**config.mk**
```make
export PLATFORM = sky130hd
export DESIGN_NAME = bdma_engine
export DESIGN_NICKNAME = d
export VERILOG_FILES = /design/src/rtl/bdma_pkg.sv /design/src/rtl/bdma_regbank.sv /design/src/rtl/bdma_seq.sv /design/src/rtl/bdma_addrgen.sv /design/src/rtl/bdma_engine.sv
export SDC_FILE = /design/constraint.sdc
export NUM_CORES = 1
export LEC_CHECK = 0
export ABC_AREA = 1
export CORE_ASPECT_RATIO = 0.8
export CORE_MARGIN = 2
export CORE_UTILIZATION = 55
export DETAILED_ROUTE_END_ITERATION = 8
export PLACE_DENSITY = 0.73
export SYNTH_ARGS = -nofsm -noshare
export SYNTH_HDL_FRONTEND = slang
export SYNTH_HIERARCHICAL = 1
export SYNTH_SLANG_ARGS = --single-unit
```
**constraint.sdc**
```tcl
create_clock -name clk -period 7.1 [get_ports clk]
set_input_delay 1.775 -clock clk [delete_from_list [all_inputs] [get_ports clk]]
set_output_delay 1.775 -clock clk [all_outputs]
set_load 0.02 [all_outputs]
```
**src/rtl/bdma_pkg.sv**
```systemverilog
package bdma_pkg;

   localparam int PAT_W = 3;

   localparam logic [2:0] OFS_PAT     = 3'd0;
   localparam logic [2:0] OFS_PORT    = 3'd1;
   localparam logic [2:0] OFS_SRC_LO  = 3'd2;
   localparam logic [2:0] OFS_SRC_MID = 3'd3;
   localparam logic [2:0] OFS_SRC_BNK = 3'd4;
   localparam logic [2:0] OFS_CNT_LO  = 3'd5;
   localparam logic [2:0] OFS_CNT_HI  = 3'd6;

   localparam logic [PAT_W-1:0] PAT_ALTERNATE = 3'd1;

   // per-channel register set; count 0 stands for 65536 bytes
   typedef struct packed {
      logic [PAT_W-1:0] pat;
      logic [7:0]       port;
      logic [23:0]      src;
      logic [15:0]      cnt;
   } chan_regs_t;

endpackage

```
**src/rtl/bdma_regbank.sv**
```systemverilog
module bdma_regbank
   import bdma_pkg::*;
#(
   parameter int NUM_CH = 8,
   localparam int CH_W = $clog2(NUM_CH)
) (
   input  logic                     clk,
   input  logic                     rst_n,
   input  logic                     wr_en,
   input  logic [CH_W-1:0]          wr_ch,
   input  logic [2:0]               wr_ofs,
   input  logic [7:0]               wr_data,
   input  logic                     step_en,
   input  logic [CH_W-1:0]          step_ch,
   output chan_regs_t [NUM_CH-1:0]  regs
);

   for (genvar g = 0; g < NUM_CH; g++) begin : g_chan
      chan_regs_t r;
      logic       hit_step;
      logic       hit_wr;

      assign hit_step = step_en && (step_ch == CH_W'(g));
      assign hit_wr   = wr_en && (wr_ch == CH_W'(g));

      always_ff @(posedge clk or negedge rst_n) begin
         if (!rst_n) begin
            r <= '0;
         end else if (hit_step) begin
            // advance within the bank, bank byte untouched
            r.src[15:0] <= r.src[15:0] + 16'd1;
            r.cnt       <= r.cnt - 16'd1;
         end else if (hit_wr) begin
            case (wr_ofs)
               OFS_PAT:     r.pat        <= wr_data[PAT_W-1:0];
               OFS_PORT:    r.port       <= wr_data;
               OFS_SRC_LO:  r.src[7:0]   <= wr_data;
               OFS_SRC_MID: r.src[15:8]  <= wr_data;
               OFS_SRC_BNK: r.src[23:16] <= wr_data;
               OFS_CNT_LO:  r.cnt[7:0]   <= wr_data;
               OFS_CNT_HI:  r.cnt[15:8]  <= wr_data;
               default:     r            <= r;
            endcase
         end
      end

      assign regs[g] = r;
   end

endmodule

```
**src/rtl/bdma_seq.sv**
```systemverilog
module bdma_seq #(
   parameter int NUM_CH        = 8,
   parameter int CLKS_PER_BYTE = 8,
   localparam int CH_W = $clog2(NUM_CH),
   localparam int PH_W = $clog2(CLKS_PER_BYTE)
) (
   input  logic              clk,
   input  logic              rst_n,
   input  logic              arm_we,
   input  logic [NUM_CH-1:0] arm_mask,
   input  logic              cur_cnt_zero,
   input  logic              cur_alt,
   output logic              active,
   output logic [CH_W-1:0]   cur_ch,
   output logic              xfer,
   output logic              toggle,
   output logic [NUM_CH-1:0] armed
);

   logic [PH_W-1:0]   phase;
   logic [PH_W-1:0]   phase_nxt;
   logic              slot_end;
   logic [NUM_CH-1:0] rest;

   function automatic logic [CH_W-1:0] lowest(input logic [NUM_CH-1:0] m);
      logic [CH_W-1:0] idx;
      idx = '0;
      for (int i = NUM_CH - 1; i >= 0; i--) begin
         if (m[i]) idx = CH_W'(i);
      end
      return idx;
   endfunction

   assign slot_end = active && (phase == PH_W'(CLKS_PER_BYTE - 1));
   assign xfer     = active && (phase == '0);
   assign rest     = armed & ~(NUM_CH'(1) << cur_ch);

   if ((CLKS_PER_BYTE & (CLKS_PER_BYTE - 1)) == 0) begin : g_pow2_phase
      assign phase_nxt = phase + PH_W'(1);
   end else begin : g_cmp_phase
      assign phase_nxt = slot_end ? '0 : phase + PH_W'(1);
   end

   always_ff @(posedge clk or negedge rst_n) begin
      if (!rst_n) begin
         active <= 1'b0;
         cur_ch <= '0;
         phase  <= '0;
         toggle <= 1'b0;
         armed  <= '0;
      end else if (!active) begin
         if (arm_we && (arm_mask != '0)) begin
            armed  <= arm_mask;
            active <= 1'b1;
            cur_ch <= lowest(arm_mask);
            phase  <= '0;
            toggle <= 1'b0;
         end
      end else begin
         phase <= phase_nxt;
         if (xfer && cur_alt) begin
            toggle <= ~toggle;
         end
         if (slot_end && cur_cnt_zero) begin
            armed  <= rest;
            toggle <= 1'b0;
            if (rest != '0) begin
               cur_ch <= lowest(rest);
            end else begin
               active <= 1'b0;
            end
         end
      end
   end

endmodule

```
**src/rtl/bdma_addrgen.sv**
```systemverilog
module bdma_addrgen
   import bdma_pkg::*;
(
   input  logic [PAT_W-1:0] pat,
   input  logic [7:0]       base_port,
   input  logic [23:0]      src,
   input  logic             toggle,
   output logic             alt,
   output logic [23:0]      src_addr,
   output logic [7:0]       port_idx
);

   assign alt      = (pat == PAT_ALTERNATE);
   assign src_addr = src;
   assign port_idx = base_port + ((alt && toggle) ? 8'd1 : 8'd0);

endmodule

```
**src/rtl/bdma_engine.sv**
```systemverilog
module bdma_engine
   import bdma_pkg::*;
#(
   parameter int NUM_CH        = 8,
   parameter int CLKS_PER_BYTE = 8,
   localparam int CH_W = $clog2(NUM_CH)
) (
   input  logic              clk,
   input  logic              rst_n,
   input  logic              cfg_we,
   input  logic [CH_W-1:0]   cfg_ch,
   input  logic [2:0]        cfg_ofs,
   input  logic [7:0]        cfg_wdata,
   input  logic              arm_we,
   input  logic [NUM_CH-1:0] arm_mask,
   output logic              halt,
   output logic [NUM_CH-1:0] armed,
   output logic              src_rd,
   output logic [23:0]       src_addr,
   input  logic [7:0]        src_rdata,
   output logic              port_we,
   output logic [7:0]        port_idx,
   output logic [7:0]        port_wdata
);

   if (NUM_CH < 2) begin : g_bad_ch
      $error("bdma_engine: NUM_CH must be at least 2");
   end
   if (CLKS_PER_BYTE < 2) begin : g_bad_pitch
      $error("bdma_engine: CLKS_PER_BYTE must be at least 2");
   end

   chan_regs_t [NUM_CH-1:0] regs;
   chan_regs_t              cur;
   logic                    active;
   logic [CH_W-1:0]         cur_ch;
   logic                    xfer;
   logic                    toggle;
   logic                    cur_alt;

   assign cur = regs[cur_ch];

   bdma_regbank #(.NUM_CH(NUM_CH)) u_regbank (
      .clk     (clk),
      .rst_n   (rst_n),
      .wr_en   (cfg_we && !active),
      .wr_ch   (cfg_ch),
      .wr_ofs  (cfg_ofs),
      .wr_data (cfg_wdata),
      .step_en (xfer),
      .step_ch (cur_ch),
      .regs    (regs)
   );

   bdma_seq #(.NUM_CH(NUM_CH), .CLKS_PER_BYTE(CLKS_PER_BYTE)) u_seq (
      .clk          (clk),
      .rst_n        (rst_n),
      .arm_we       (arm_we),
      .arm_mask     (arm_mask),
      .cur_cnt_zero (cur.cnt == 16'd0),
      .cur_alt      (cur_alt),
      .active       (active),
      .cur_ch       (cur_ch),
      .xfer         (xfer),
      .toggle       (toggle),
      .armed        (armed)
   );

   bdma_addrgen u_addrgen (
      .pat       (cur.pat),
      .base_port (cur.port),
      .src       (cur.src),
      .toggle    (toggle),
      .alt       (cur_alt),
      .src_addr  (src_addr),
      .port_idx  (port_idx)
   );

   assign halt       = active;
   assign src_rd     = xfer;
   assign port_we    = xfer;
   assign port_wdata = src_rdata;

endmodule

```
Word level (Yosys, flattened, before mapping)

Index checks and enable logic that the tools add are counted.

Add/subtract/negate cells: 18
Magnitude comparators: 1
Equality and inequality tests: 25
Shift operators: 1
Muxes and demuxes: 56
Bitwise operators: 11
Reduce and logical (&&, ||, !) cells: 131

Operators by type and width:

| cell                                                                          | number |
|---|---|
| 32-bit 2-to-1 mux                                                             | 16 |
| 51-bit binary-select mux with 3-bit select                                    | 1 |
| 16-bit by 1-bit adder with 16-bit output (second input constant)              | 8 |
| 16-bit by 1-bit subtractor with 16-bit output (second input constant)         | 8 |
| 2-bit nonzero test                                                            | 41 |
| 3-bit AND reduction                                                           | 25 |
| 2-bit AND reduction                                                           | 34 |
| 3-bit 2-to-1 mux                                                              | 22 |
| 8-bit 2-to-1 mux                                                              | 7 |
| 51-bit 2-to-1 mux                                                             | 1 |
| 3-bit equality test (second input constant)                                   | 12 |
| 1-bit logical AND                                                             | 23 |
| 3-bit by 2-bit equality test with 1-bit output (second input constant)        | 6 |
| 16-bit logical NOT                                                            | 1 |
| 8-bit nonzero test                                                            | 2 |
| 3-bit by 1-bit equality test with 1-bit output (second input constant)        | 4 |
| 3-bit logical NOT                                                             | 4 |
| 1-bit 2-to-1 mux                                                              | 9 |
| 1-bit NOT                                                                     | 9 |
| 8-bit adder                                                                   | 1 |
| 8-bit bitwise AND                                                             | 1 |
| 8-bit NOT                                                                     | 1 |
| 1-bit by 3-bit left shift with 8-bit output (first input constant)            | 1 |
| 3-bit by 4-bit less-than comparator with 1-bit output (second input constant) | 1 |
| other kinds (4)                                                               | 5 |

Bits in registers: 424
Input bits: 34
Output and inout port bits: 51
Word-level logic and storage cells: 304

Longest topological paths before layout

Depth in word-level cells: 14
Gate-level depth with buffers: 18
Gate-level depth less buffers: 15

Cells and area by module

Netlist, hierarchy kept.

By module, submodules not included:

| module       | times used | cells an instance | area an instance (µm²) | sequential area each (µm²) |
|---|---|---|---|---|
| bdma_regbank | 1          | 3,461             | 23,258.6               | 10,209.8 |
| bdma_engine  | 1          | 658               | 2,940.3                | 0.0 |
| bdma_seq     | 1          | 153               | 1,112.3                | 400.4 |
| bdma_addrgen | 1          | 60                | 354.1                  | 0.0 |

Worst setup path after synthesis

No wires, ideal clock.

Path type: reg2out
Start point: reg u_seq.cur_ch[0]
End point: out port_idx[4]
Arrival time: 2.499 ns
Data required time: 5.325 ns
Slack: 2.826 ns
Cell stages (with the launch flop): 17
Buffers on the path: 3
Cells stage by stage: dfrtp_1 buf_6 inv_4 buf_6 buf_2 nor2_1 o22ai_1 nand2_1 nand2_1 inv_1 nor2_1 nand2_1 nor2_1 ha_1 ha_1 nand3_1 xnor2_1

RTL lines:

| item                   | RTL line          | source |
|---|---|---|
| start, declared        | bdma_seq.sv:14    | `output logic [CH_W-1:0] cur_ch,` |
| start signal, assigned | bdma_seq.sv:55    | `cur_ch <= lowest(arm_mask);` |
| start signal, assigned | bdma_seq.sv:68    | `cur_ch <= lowest(rest);` |
| end, declared          | bdma_engine.sv:22 | `output logic [7:0] port_idx,` |

==> qor.yml <==
die:
  pin_count: 85
  coreArea_sq_um: 49700
  rows: 73
  design.die.area_sq_um: 52100
  initial_core_util: 0.557
  die_x_um: 255
  fp.dieH_um: 205
placed_design:
  gp_congestion: 0.974
  dp_hpwl_mm: 60.9
  placement.io_buffers: 68
  pre_cts_slack_ns: 1.90
setup_path:
  rr_worst_depth: 9
  r2r_slack_ns: 3.14
  r2r_end: "u_regbank/regs[16]"
  endpoint_kind: "primary output"
  critPathLaunchType: "flop"
  r2r-start: "u_seq/active"
  path_class: "flop to primary output"
  arrival_ns: 4.08
  critPathRequiredTime_ns: 5.33
  critPathMaxFanout: 88
global_route:
  grt_pass1_vias: 25400
  grt_pass1_wl_mm: 141
  grt_start_max_net_pins: 161
  grt_antenna_before_repair: 1
  grt_remaining_overflow: 0
  globalRouteTotalUtil: 0.342
sta:
  relSlewSlack: 0.254
  rsz0062_at_grt: "false"
  setup_viol_count_final: 0
  tightest_slew_ns: 1.12
  fin_ws_ns: 1.24
  fmax_ghz: 0.171
  timing.final.crit_share: 0.825
  post-route-min-period_ns: 5.86
  maxSlewViolCount: 0
  hold_viol_final: 0
  timing.setup.tns_ns: 0
  fin_worst_skew_ns: 0.0268
clocking:
  hold_buffers: 0
  cts.clk_slew.worst_paths_ns: 0.06
  numCtsBuffers: 48
  clockBufferDepth: 3
  clock_latency_ns: 0.62
  cts_setup_buffers: 0
  cts_tree: "built"
  cts_resized: 0
  htreeDepth: 2
  cts-root-buf: "clkbuf_16"
  clock_sinks: 424
synth:
  synth_seq_cells: 424
  syn_inst: 4332
  synth.top_cells.by_area: "dfrtp_1, nand2_1, nor2_1"
  syn_area_sq_um: 27700
  synth_top_area_share: 0.384
  ys_types: 42
  synth-seq-area-share: 0.384
  avgSynthCellArea_sq_um: 6.39
  ys_warn_count: 6
  synth.largest_area_cell: "dfrtp_1"
  synthesis.nets: 4387
detailed_routing:
  drt.antenna.violating_nets: 0
  wl_per_cell_um: 17.6
  via_per_inst: 5.66
  drcViolationCount: 0
  wirelength_mm: 88.4
  vias: 28500
  drtPass1Iterations: 6
  drt_iter0_drc: 3703
min_path:
  min_to: "u_regbank/regs[290]"
  hold_depth: 2
  hold_path_class: "flop to flop"
  min_from: "u_regbank/regs[290]"
final_layout:
  final_cell_mix: "nand2_1, nor2_1, dfrtp_1"
  final_nets: 4372
  drive_gt1_frac: 0.0429
  layout_commonest_cell: "nand2_1"
  syn_to_final_growth_pct: 9.86
run:
  maxCapViolCount: 0
power_and_ir_drop:
  ir_drop_mv: 0.369
  p_leak_uw: 0.0148
  power_per_cell_area_nw_per_um2: 413
status:
  status: "finished, final reports clean"
## routing by layer
| metal | track usage | routed length (um) |
|---|---|---|
| met3 | 0.0757 | 9930 |
| met2 | 0.480 | 35400 |
| met4 | 0.118 | 3130 |
| met5 | 0 | 13 |
| met1 | 0.516 | 39900 |
## synth_stat cells (all sizes together)
cell type	count
xnor2	5
nor3	15
clkbuf	71
o211ai	49
inv	377
o21ai	405
dfrtp	424
or2	14
nand3	355
and2	4
o22ai	71
nor2	681
o21bai	16
a21oi	35
xor2	19
nand4	38
buf	88
nand3b	19
a22oi	5
nand2	1615
clkinv	2
ha	21
a31oi	3
## flip-flops by register name, indices dropped and copies added, names as in the netlist
| name | flops |
|---|---|
| u_seq/toggle | 1 |
| u_seq/phase | 3 |
| u_seq/armed | 8 |
| u_seq/active | 1 |
| u_regbank/regs | 408 |
| u_seq/cur_ch | 3 |
## worst max-delay path, stage by stage (launching register included)
cell	delay, ns
dfrtp_4	0.43
buf_4	0.69
o21ai_0	0.21
o22ai_1	0.21
nand2_1	0.07
nand2_1	0.08
inv_1	0.04
nor2_1	0.10
nand2_1	0.08
nor2_1	0.16
ha_1	0.23
ha_1	0.19
nand3_1	0.14
nor2_1	0.11
nand2_1	0.05
nand2_1	0.06
clkdlybuf4s50_1	0.59
## worst max-delay path by stage
stage | startpoint | endpoint | slack, ns | cells past startpoint
floorplan | u_seq/cur_ch[0] | port_idx[4] | 2.83 | 16
global placement | u_seq/cur_ch[0] | port_idx[6] | 1.90 | 16
detailed placement | u_seq/cur_ch[0] | port_idx[6] | 1.90 | 16
CTS | u_seq/cur_ch[0] | port_idx[6] | 1.23 | 16
global route | u_seq/cur_ch[0] | port_idx[6] | 0.99 | 16
finish | u_seq/cur_ch[0] | port_idx[6] | 1.24 | 16
## area by class of cell
type | instances | area, sq um
clock inverters | 25 | 414
flip-flops and latches | 424 | 10600
diodes | 2 | 5.00
repair buffers | 94 | 906
multi-input cells | 3370 | 14800
inverters | 379 | 1430
well taps | 675 | 845
clock buffers | 63 | 1360
fillers | 4767 | 19300
## logic make-up (layout without fill, tap and decap cells)
logic type,count (synthesis),in the layout,share of synthesized area
AND/OR/NAND/NOR,2741,2741,0.402
AO/OA/AOI/OAI,584,584,0.116
buffers and inverters,538,561,0.0811
flip-flops,424,424,0.384
XOR/XNOR,24,24,0.00760
adder cells (fa/ha/maj),21,21,0.00950
other,0,2,0
## through the flow
stage                     total power (uW)  area [sq um]  instances  hold slack [ns]  utilization
after floorplan                       7970         27700       4332            0.448            -
after global placement                9550         28600       4942            0.461        0.576
after detailed placement              9620         28600       4942            0.468        0.576
after CTS                            12500         30400       5030            0.483        0.612
after global routing                 13500         30400       5030            0.501        0.612
final                                12600         30400       5032            0.482        0.612
## power breakdown
group          internal (uW)  switching [uW]  total [uW]
logic                   1920            3510        5420
clock network           1690            1100        2790
registers               3130            1210        4340
total                   6730            5820       12600
Note: power is estimated with default switching activity, not from simulation.
